## src/rtl/rxq_pkg.sv

```systemverilog
package rxq_pkg;

  typedef struct packed {
    logic       brk;
    logic       fe;
    logic       pe;
    logic [7:0] data;
  } rxq_entry_t;

  // Status byte bit positions (host software decodes these)
  localparam int LSR_DERR = 7;
  localparam int LSR_TEMT = 6;
  localparam int LSR_THRE = 5;
  localparam int LSR_BRK  = 4;
  localparam int LSR_FE   = 3;
  localparam int LSR_PE   = 2;
  localparam int LSR_OVR  = 1;
  localparam int LSR_DR   = 0;

  function automatic logic entry_flagged(rxq_entry_t e);
    return e.brk | e.fe | e.pe;
  endfunction

endpackage

```

## src/rtl/rxq_store.sv

```systemverilog
module rxq_store
  import rxq_pkg::*;
#(
  parameter int DEPTH = 64,
  localparam int AW = $clog2(DEPTH),
  localparam int CW = $clog2(DEPTH + 1)
) (
  input  logic          clk,
  input  logic          rst_n,
  input  logic          push_i,
  input  rxq_entry_t    entry_i,
  input  logic          pop_i,
  output rxq_entry_t    head_o,
  output logic          empty_o,
  output logic          full_o,
  output logic          push_ok_o,
  output logic          pop_ok_o,
  output logic          drop_o,
  output logic [CW-1:0] count_o
);

  rxq_entry_t    mem [DEPTH];
  logic [AW-1:0] wptr_q, wptr_d;
  logic [AW-1:0] rptr_q, rptr_d;
  logic [CW-1:0] cnt_q, cnt_d;

  assign empty_o   = (cnt_q == '0);
  assign full_o    = (cnt_q == CW'(DEPTH));
  assign pop_ok_o  = pop_i && !empty_o;
  assign push_ok_o = push_i && (!full_o || pop_ok_o);
  assign drop_o    = push_i && !push_ok_o;
  assign head_o    = mem[rptr_q];
  assign count_o   = cnt_q;

  always_comb begin
    wptr_d = wptr_q;
    rptr_d = rptr_q;
    cnt_d  = cnt_q;
    if (push_ok_o) wptr_d = (wptr_q == AW'(DEPTH - 1)) ? '0 : wptr_q + 1'b1;
    if (pop_ok_o)  rptr_d = (rptr_q == AW'(DEPTH - 1)) ? '0 : rptr_q + 1'b1;
    case ({push_ok_o, pop_ok_o})
      2'b10:   cnt_d = cnt_q + 1'b1;
      2'b01:   cnt_d = cnt_q - 1'b1;
      default: cnt_d = cnt_q;
    endcase
  end

  always_ff @(posedge clk or negedge rst_n) begin
    if (!rst_n) begin
      wptr_q <= '0;
      rptr_q <= '0;
      cnt_q  <= '0;
    end else begin
      wptr_q <= wptr_d;
      rptr_q <= rptr_d;
      cnt_q  <= cnt_d;
    end
  end

  // Storage array: no reset, written only through its enable
  always_ff @(posedge clk) begin
    if (push_ok_o) mem[wptr_q] <= entry_i;
  end

  a_r2_count_bound: assert property (@(posedge clk) disable iff (!rst_n)
    cnt_q <= CW'(DEPTH));

  a_r10_full_drop_keeps_count: assert property (@(posedge clk) disable iff (!rst_n)
    (push_i && full_o && !pop_i) |=> (cnt_q == CW'(DEPTH)));

  a_r12_empty_read_inert: assert property (@(posedge clk) disable iff (!rst_n)
    (pop_i && empty_o && !push_i) |=> (cnt_q == '0));

  a_r11_full_swap_stays_full: assert property (@(posedge clk) disable iff (!rst_n)
    (push_i && pop_i && full_o) |=> (cnt_q == CW'(DEPTH)));

endmodule

```

## src/rtl/rxq_errcnt.sv

```systemverilog
module rxq_errcnt #(
  parameter int CW = 7
) (
  input  logic          clk,
  input  logic          rst_n,
  input  logic          inc_i,
  input  logic          dec_i,
  output logic [CW-1:0] count_o,
  output logic          any_o
);

  logic [CW-1:0] cnt_q, cnt_d;

  always_comb begin
    cnt_d = cnt_q;
    if (inc_i && !dec_i) cnt_d = cnt_q + 1'b1;
    if (dec_i && !inc_i) cnt_d = cnt_q - 1'b1;
  end

  always_ff @(posedge clk or negedge rst_n) begin
    if (!rst_n) cnt_q <= '0;
    else        cnt_q <= cnt_d;
  end

  assign count_o = cnt_q;
  assign any_o   = (cnt_q != '0);

  a_r6_no_underflow: assert property (@(posedge clk) disable iff (!rst_n)
    (dec_i && !inc_i) |-> (cnt_q != '0));

endmodule

```

## src/rtl/rxq_lsr.sv

```systemverilog
module rxq_lsr
  import rxq_pkg::*;
(
  input  logic       clk,
  input  logic       rst_n,
  input  logic       ovr_set_i,
  input  logic       lsr_rd_i,
  input  logic       any_err_i,
  input  logic       nonempty_i,
  input  rxq_entry_t head_i,
  input  logic       thr_empty_i,
  input  logic       tsr_empty_i,
  output logic [7:0] lsr_o
);

  logic ovr_q, ovr_d;

  always_comb begin
    ovr_d = ovr_q;
    if (lsr_rd_i)  ovr_d = 1'b0;
    if (ovr_set_i) ovr_d = 1'b1;
  end

  always_ff @(posedge clk or negedge rst_n) begin
    if (!rst_n) ovr_q <= 1'b0;
    else        ovr_q <= ovr_d;
  end

  always_comb begin
    lsr_o           = '0;
    lsr_o[LSR_DERR] = any_err_i;
    lsr_o[LSR_TEMT] = thr_empty_i & tsr_empty_i;
    lsr_o[LSR_THRE] = thr_empty_i;
    lsr_o[LSR_BRK]  = nonempty_i & head_i.brk;
    lsr_o[LSR_FE]   = nonempty_i & head_i.fe;
    lsr_o[LSR_PE]   = nonempty_i & head_i.pe;
    lsr_o[LSR_OVR]  = ovr_q;
    lsr_o[LSR_DR]   = nonempty_i;
  end

  a_r10_ovr_sticky: assert property (@(posedge clk) disable iff (!rst_n)
    (ovr_q && !lsr_rd_i) |=> ovr_q);

  a_r10_ovr_cleared: assert property (@(posedge clk) disable iff (!rst_n)
    (lsr_rd_i && !ovr_set_i) |=> !ovr_q);

  a_r10_ovr_set: assert property (@(posedge clk) disable iff (!rst_n)
    ovr_set_i |=> ovr_q);

endmodule

```

## src/rtl/uart_rx_status_fifo.sv

```systemverilog
module uart_rx_status_fifo
  import rxq_pkg::*;
#(
  parameter int DEPTH = 64,
  localparam int CW = $clog2(DEPTH + 1)
) (
  input  logic       clk,
  input  logic       rst_n,
  input  logic       wr_valid,
  input  logic [7:0] wr_data,
  input  logic       wr_brk,
  input  logic       wr_fe,
  input  logic       wr_pe,
  input  logic       rhr_rd,
  output logic [7:0] rhr_data,
  input  logic       lsr_rd,
  output logic [7:0] lsr_data,
  input  logic       thr_empty,
  input  logic       tsr_empty
);

  rxq_entry_t    in_entry, head;
  logic          empty, full, push_ok, pop_ok, drop;
  logic [CW-1:0] q_count, err_count;
  logic          any_err;

  always_comb begin
    in_entry.brk  = wr_brk;
    in_entry.fe   = wr_fe;
    in_entry.pe   = wr_pe;
    in_entry.data = wr_brk ? 8'h00 : wr_data;
  end

  rxq_store #(.DEPTH(DEPTH)) u_store (
    .clk      (clk),
    .rst_n    (rst_n),
    .push_i   (wr_valid),
    .entry_i  (in_entry),
    .pop_i    (rhr_rd),
    .head_o   (head),
    .empty_o  (empty),
    .full_o   (full),
    .push_ok_o(push_ok),
    .pop_ok_o (pop_ok),
    .drop_o   (drop),
    .count_o  (q_count)
  );

  rxq_errcnt #(.CW(CW)) u_errcnt (
    .clk    (clk),
    .rst_n  (rst_n),
    .inc_i  (push_ok && entry_flagged(in_entry)),
    .dec_i  (pop_ok && entry_flagged(head)),
    .count_o(err_count),
    .any_o  (any_err)
  );

  rxq_lsr u_lsr (
    .clk        (clk),
    .rst_n      (rst_n),
    .ovr_set_i  (drop),
    .lsr_rd_i   (lsr_rd),
    .any_err_i  (any_err),
    .nonempty_i (!empty),
    .head_i     (head),
    .thr_empty_i(thr_empty),
    .tsr_empty_i(tsr_empty),
    .lsr_o      (lsr_data)
  );

  assign rhr_data = empty ? 8'h00 : head.data;

  a_r6_err_within_count: assert property (@(posedge clk) disable iff (!rst_n)
    err_count <= q_count);

  a_r5_status_read_no_pop: assert property (@(posedge clk) disable iff (!rst_n)
    (lsr_rd && !rhr_rd && !wr_valid) |=> $stable(q_count));

  a_r8_ready_matches_fill: assert property (@(posedge clk) disable iff (!rst_n)
    lsr_data[LSR_DR] == (q_count != '0));

endmodule

```

## config.mk

```make
export PLATFORM = sky130hd
export DESIGN_NAME = uart_rx_status_fifo
export DESIGN_NICKNAME = d
export VERILOG_FILES = /design/src/rtl/rxq_pkg.sv /design/src/rtl/rxq_store.sv /design/src/rtl/rxq_errcnt.sv /design/src/rtl/rxq_lsr.sv /design/src/rtl/uart_rx_status_fifo.sv
export SDC_FILE = /design/constraint.sdc
export NUM_CORES = 1
export LEC_CHECK = 0
export BUFFER_PORTS_ARGS = -buffer_cell sky130_fd_sc_hd__buf_2
export CORE_MARGIN = 3
export CORE_UTILIZATION = 45
export DETAILED_ROUTE_END_ITERATION = 8
export SLEW_MARGIN = 15
export SYNTH_ARGS = -nofsm -noshare
export SYNTH_HDL_FRONTEND = slang
export SYNTH_HIERARCHICAL = 1
export SYNTH_SLANG_ARGS = --single-unit
export TNS_END_PERCENT = 1
```

## constraint.sdc

```tcl
create_clock -name clk -period 6.2 [get_ports clk]
set_input_delay 0.62 -clock clk [delete_from_list [all_inputs] [get_ports clk]]
set_output_delay 0.62 -clock clk [all_outputs]
set_load 0.02 [all_outputs]
```

==> flow_summary.toml, run 1 <==
[floorplanning]
die_area_sq_mm = 0.06789
die_w_um = 260.6
die_h_um = 260.6
core_area_sq_mm = 0.06354
pin_count = 34
fp-row-count = 92
start_util = 0.4589

[global_routing]
grt-ovfl-total = 0
grt_max_degree = 74
grt_pass1_vias = 14270
grt_use_total = 0.1954
grt_antenna_before_repair = 2
grt_pass1_wl_um = 96420

[sta]
timing.final.crit_share = 0.8298
slew_headroom = 0.1770
hold_viol_final = 0
period_minus_slack_ns = 5.145
rsz0062_at_grt = "no"
finalMaxSlewViolations = 0
fin_skew_ns = 0.01618
max_freq_mhz = 194.4
finalSetupViolCount = 0
fin_setup_tns_ns = 0
max_slew.worst_pin.slew_ns = 1.230

[critical_path]
cp-end-kind = "output port"
critPathKind = "reg -> out"
critPathRequiredTime_ns = 5.58
regToRegSetupSlack_ns = 1.26
critPathMaxFanout = 32
crit_arrival_ns = 4.52
cp-start-kind = "register"

[final_layout]
area_delta_synth_final_pct = 11.37
layout-drive-gt1-share = 0.2531
nNetsFinal = 1516

[drt]
vias = 14150
drc = 0
drt_iter0_markers = 1359
wl_per_cell_um = 27.22
wl_um = 65010
drt_pre_antenna_iters = 5
ant_nets = 0
viasPerCell = 5.925

[pwr]
sequentialPowerShare = 0.433
p_total_w = 0.01357
switchingPower_w = 0.004131
ir_drop_mv = 0.2290
p_int_w = 0.009435
leakage_nw = 10.36
p_sw_frac = 0.3045
clockPowerShare = 0.307
combPwrFrac = 0.260
p_per_area_mw_per_mm2 = 417.8

[place]
port-buffer-count = 33
globalplace.congestion = 0.8215
hpwl_um = 38340

[clocking]
numCtsBuffers = 74
clkTransAtPathRegs_ns = 0.06
cts.htree.levels = 3
root_buffer = "clkbuf_16"
clkLatencyLatePin_ns = 0.60
clockBufferDepth = 3
cts.sinks = 731
cts_tree = "yes"
cts_resized = 0
cts_setup_buffers = 0
hold_buffers = 0

[run]
maxCapViolations = 0

[outcome]
status = "completed"

[synth]
synthesis.nets = 1457
syn-cell-area_sq_mm = 0.02916
syn_inst = 1428
yosys_warnings = 6
syn_area_per_cell_sq_um = 20.42

[min_path]
min_path_type = "in -> async"
-- area by class of cell --
type,count,area [sq um]
Fill cell,5053,31070
Sequential cell,731,21820
Multi-Input combinational cell,598,6835
Clock buffer,90,1976
Tap cell,846,1059
Timing Repair Buffer,69,460.4
Clock inverter,40,269.0
Inverter,13,48.80
Antenna cell,1,2.502
-- routing by layer --
metal | global-route usage | wire length (um) | vias to the layer above
li1 | - | - | 6068
met1 | 0.2878 | 28340 | 7483
met3 | 0.03416 | 4589 | 97
met4 | 0.07061 | 1793 | 0
met5 | 0 | 0 | -
met2 | 0.2955 | 30290 | 501
-- stage by stage --
step	util	hold WS, ns	cell area, sq um	std cells	setup slack (ns)
4_1_cts	0.5106	0.04613	32440	2387	0.9262
3_5_place_dp	0.4752	0.4685	30200	2257	1.251
3_3_place_gp	0.4752	0.4592	30190	2257	1.333
2_1_floorplan	-	0.3244	29160	1428	2.261
6_report	0.5111	0.05448	32470	2388	1.055
5_1_grt	0.5110	0.1036	32470	2387	0.8189
-- final timing paths --
path | start | endpoint | depth (start not counted)
worst min register to register | u_lsr/ovr_q | u_lsr/ovr_q | 1
min in group clk | lsr_rd | u_lsr/ovr_q | 3
worst max-delay path | u_store/rptr_q[0] | rhr_data[3] | 9
max in group asynchronous | rst_n | u_store/rptr_q[0] | 1
worst max register to register | u_store/rptr_q[0] | u_errcnt/count_o[6] | 13
worst min-delay path | rst_n | u_store/count_o[5] | 1
-- cells in the final DEF (no fill, tap or decap), types with 4 or more instances in the layout --
master,n
inv_1,11
and2b_1,4
clkinv_1,18
xor2_1,7
and2b_2,8
clkinv_2,14
a211oi_1,22
edfxtp_1,704
buf_4,34
nand2_2,6
a211o_1,11
nor2b_1,14
clkbuf_1,13
a22o_1,33
a21oi_1,11
o22ai_1,11
and2_1,9
nor2_1,68
ha_1,10
clkbuf_16,77
mux4_2,154
o31a_1,4
a21o_1,6
nor2_2,14
o21ai_0,5
a221oi_2,21
nand2_1,19
o221ai_1,18
mux2_2,4
buf_2,33
nand2b_1,6
xnor2_1,8
nand3_1,14
mux2i_1,42
a22oi_1,13
dfrtp_1,24
nor3_1,6
-- registers in the layout, summed over array words and instances, names as in the netlist --
| signal | count |
|---|---|
| u_lsr/ovr_q | 1 |
| u_errcnt/count_o | 7 |
| u_store/count_o | 7 |
| u_store/rptr_q | 6 |
| u_store/wptr_q | 6 |
| u_store/mem | 704 |
-- critical path, cell delays in order, from the launching register on --
cell      delay, ns
dfrtp_4        0.88
buf_4          0.42
buf_4          0.41
mux4_2         0.59
a22o_1         0.25
a211oi_1       0.46
a211o_1        0.28
o221ai_1       0.19
nor2b_1        0.19
buf_2          0.20
-- power by group through the flow --
| stage | clock network [W] | registers (W) | logic [W] |
|---|---|---|---|
| 5_1_grt | 0.00446 | 0.00591 | 0.00374 |
| 3_5_place_dp | 0 | 0.00598 | 0.00353 |
| 6_report | 0.00416 | 0.00587 | 0.00353 |
| 4_1_cts | 0.00427 | 0.00588 | 0.00353 |
| 3_3_place_gp | 0 | 0.00597 | 0.00350 |
| 2_1_floorplan | 0 | 0.00580 | 0.00255 |
No activity file was read; power rests on OpenSTA's default activity.
==> run 2, diff against run 1 <==
--- a/config.mk
+++ b/config.mk
@@ -5,6 +5,7 @@
 export SDC_FILE = /design/constraint.sdc
 export NUM_CORES = 1
 export LEC_CHECK = 0
+export ABC_AREA = 1
 export BUFFER_PORTS_ARGS = -buffer_cell sky130_fd_sc_hd__buf_2
 export CORE_MARGIN = 3
 export CORE_UTILIZATION = 45
==> constraint.sdc (replaced) <==
create_clock -name clk -period 5.3 [get_ports clk]
set_input_delay 0.53 -clock clk [delete_from_list [all_inputs] [get_ports clk]]
set_output_delay 0.53 -clock clk [all_outputs]
set_load 0.02 [all_outputs]
==> run 2 against run 1 <==
Net effect:
- utilization down 0.81 points
- synthesized area up 10%
- first-iteration DRC count up 36%
- non-clock buffer count up 9
- critical path depth up 8
- combinational power up 52%
- sequential power up 17%
- register-to-register slack worse by 0.39 ns
==> flow_summary.toml, run 2 <==
[global_routing]
globalRouteMet2Util = 0.3521
grt_pass1_wl_um = 122700
use_met3 = 0.04478
grt-busiest-layer = "met2"
grt_pass1_vias = 20690
gr-usage-met1 = 0.2910
grt_max_degree = 186
grt-ovfl-total = 0
grt_antenna_before_repair = 1
grt_use_total = 0.2153

[place]
port-buffer-count = 33
place_inst = 3998
hpwl_um = 47380
globalplace.congestion = 0.9288

[synth]
ys_types = 39
ys.flop_type = "edfxtp_1"
synthesis.nets = 3164
syn-cell-area_sq_mm = 0.03210
syn_area_per_cell_sq_um = 10.24
yosys_warnings = 6
synth_top_area_cell = "edfxtp_1"
syn_inst = 3135
synthSimpleGateAreaFrac = 0.2142
synth_edf_count = 704
synthXorXnorAreaFrac = 0.003274
yosys-top-cells-count = "nand2_1 (964), edfxtp_1 (704), inv_1 (390)"
synth_fa_ha_area_frac = 0.004521
synth_most_common_cell = "nand2_1"
synthMuxAreaShare = 0
synth.area.top_cells = "edfxtp_1 (66%), nand2_1 (11%), nand3_1 (5.6%)"
synth_top_family_by_area = "simple AND/OR/NAND/NOR gates"
synth_compound_area_frac = 0.02475
async_flop_share = 0.03694
synth_seq_cells = 731
synth_top_area_share = 0.6585
synth-seq-area-share = 0.6796

[final_layout]
antenna_cells = 0
area_delta_synth_final_pct = 10.29
nNetsFinal = 3167
largest_reg_flops = 704
postLayoutCoreUtil = 0.5030
layout-drive-gt1-share = 0.07261
finalNonFillerCells = 4135
top_register = "u_store/mem"
layout_common_cells = "nand2_1 (964), edfxtp_1 (704), inv_1 (389)"
layout_commonest_cell = "nand2_1"

[clocking]
cts.htree.levels = 3
cts_resized = 0
cts.sinks = 731
clockBufferDepth = 3
cts_tree = "yes"
clkLatencyLatePin_ns = 0.61
numCtsBuffers = 76
clkTransAtPathRegs_ns = 0.06
root_buffer = "clkbuf_16"

[floorplanning]
core_area_sq_mm = 0.07039
die_w_um = 273.1
start_util = 0.4561
pin_count = 34
die_area_sq_mm = 0.07458
die_h_um = 273.1
fp-row-count = 97

[critical_path]
cp-end-kind = "output port"
reg2reg_depth = 20
critPathMaxFanout = 151
critPathRequiredTime_ns = 4.77
cp-start-kind = "register"
regToRegSetupSlack_ns = 0.87
cp_cell_sequence = "inv_8, buf_12, buf_4, nand2_1, nand3_1, nand2_1, nand2_1, nand2_1, inv_1, nand2_1, nand2_1, nand2_1, inv_1, nand2_1, inv_1, nor2_1, buf_2"
cp_common_cell = "nand2_1"
slowest_stage = "inv_8"
max_stage_delay_ns = 0.58
critPathKind = "reg -> out"
cp_top_family = "buffers and inverters"
crit_arrival_ns = 4.02
cp.depth = 17
worst-path-buf-inv = 7

[sta]
rsz0062_at_grt = "no"
hold_viol_final = 0
fin_skew_ns = 0.03270
timing.final.crit_share = 0.8580
whs_ns = 0.1538
fin_setup_tns_ns = 0
max_freq_mhz = 219.9
finalSetupViolCount = 0
finalMaxSlewViolations = 0
slew_headroom = 0.1805
period_minus_slack_ns = 4.547
max_slew.worst_pin.slew_ns = 1.225

[pwr]
ir_drop_mv = 0.4110
leakage_nw = 14.43
p_per_area_mw_per_mm2 = 487.7

[drt]
wl_per_cell_um = 19.39
vias = 21440
drc = 0
viasPerCell = 5.185
drt_pre_antenna_iters = 6
drt_iter0_markers = 1852
ant_nets = 0
wl_um = 80190

[min_path]
holdPathStages = 4
min_path_type = "in -> reg"

[run]
maxCapViolations = 0

[outcome]
status = "completed"
## run 2: what timing repair did
item | 4_1_cts | 5_1_grt
hold buffers | 1 | 0
buffers inserted | 0 | 0
endpoints found under the hold margin | 27 | 0
## run 2: power breakdown
part | internal [W] | leakage (nW) | switching, W | total [W]
Clock | 0.00293 | 1.13 | 0.00213 | 0.00506
Combinational | 0.00149 | 6.58 | 0.00386 | 0.00535
Sequential | 0.00662 | 6.72 | 0.000240 | 0.00686
Total | 0.0110 | 14.4 | 0.00623 | 0.0173
## run 2: metrics by stage
step	instance area (sq um)	power, W	setup slack (ns)
CTS	35390	0.01734	0.7213
global route	35410	0.01824	0.4256
global placement	33040	0.01220	0.9739
detailed placement	33040	0.01228	0.9159
floorplan	32100	0.01057	2.436
finish	35410	0.01727	0.7527
## run 2: cell type report
class / instances / area [sq um]
clock buffer: 98 / 2058
clock inverter: 37 / 282.8
fill: 6343 / 34980
inverter: 398 / 1509
multi-input combinational: 1853 / 7999
sequential: 731 / 21820
tap: 940 / 1176
timing repair buffer: 78 / 558.0
## run 2: routing by layer
layer	share of wire	vias to the layer above	wire, um
li1	-	10240	-
met5	0	-	0
met3	0.070	143	5627
met2	0.48	658	38240
met4	0.028	0	2216
met1	0.43	10400	34110
## run 2: cells by family after synthesis
logic type	Yosys count
flops	731
buf+inv	551
compound gates	152
fa+ha+maj	11
xor+xnor	12
simple gates	1678
## run 2: tightest hold or removal path: stages
cell and delay [ns]:
buf_2 0.07, inv_1 0.03, nand2_1 0.04, nand2_1 0.04
## run 2: path summary, 6_finish.rpt
| kind | to | startpoint |
|---|---|---|
| worst max-delay path | rhr_data[5] | u_store/rptr_q[0] |
| worst min-delay path | u_lsr/ovr_q | lsr_rd |
| worst max register to register | u_errcnt/count_o[6] | u_store/rptr_q[1] |
| worst min register to register | u_lsr/ovr_q | u_lsr/ovr_q |
| max in group asynchronous | u_store/rptr_q[0] | rst_n |
| min in group asynchronous | u_store/count_o[6] | rst_n |
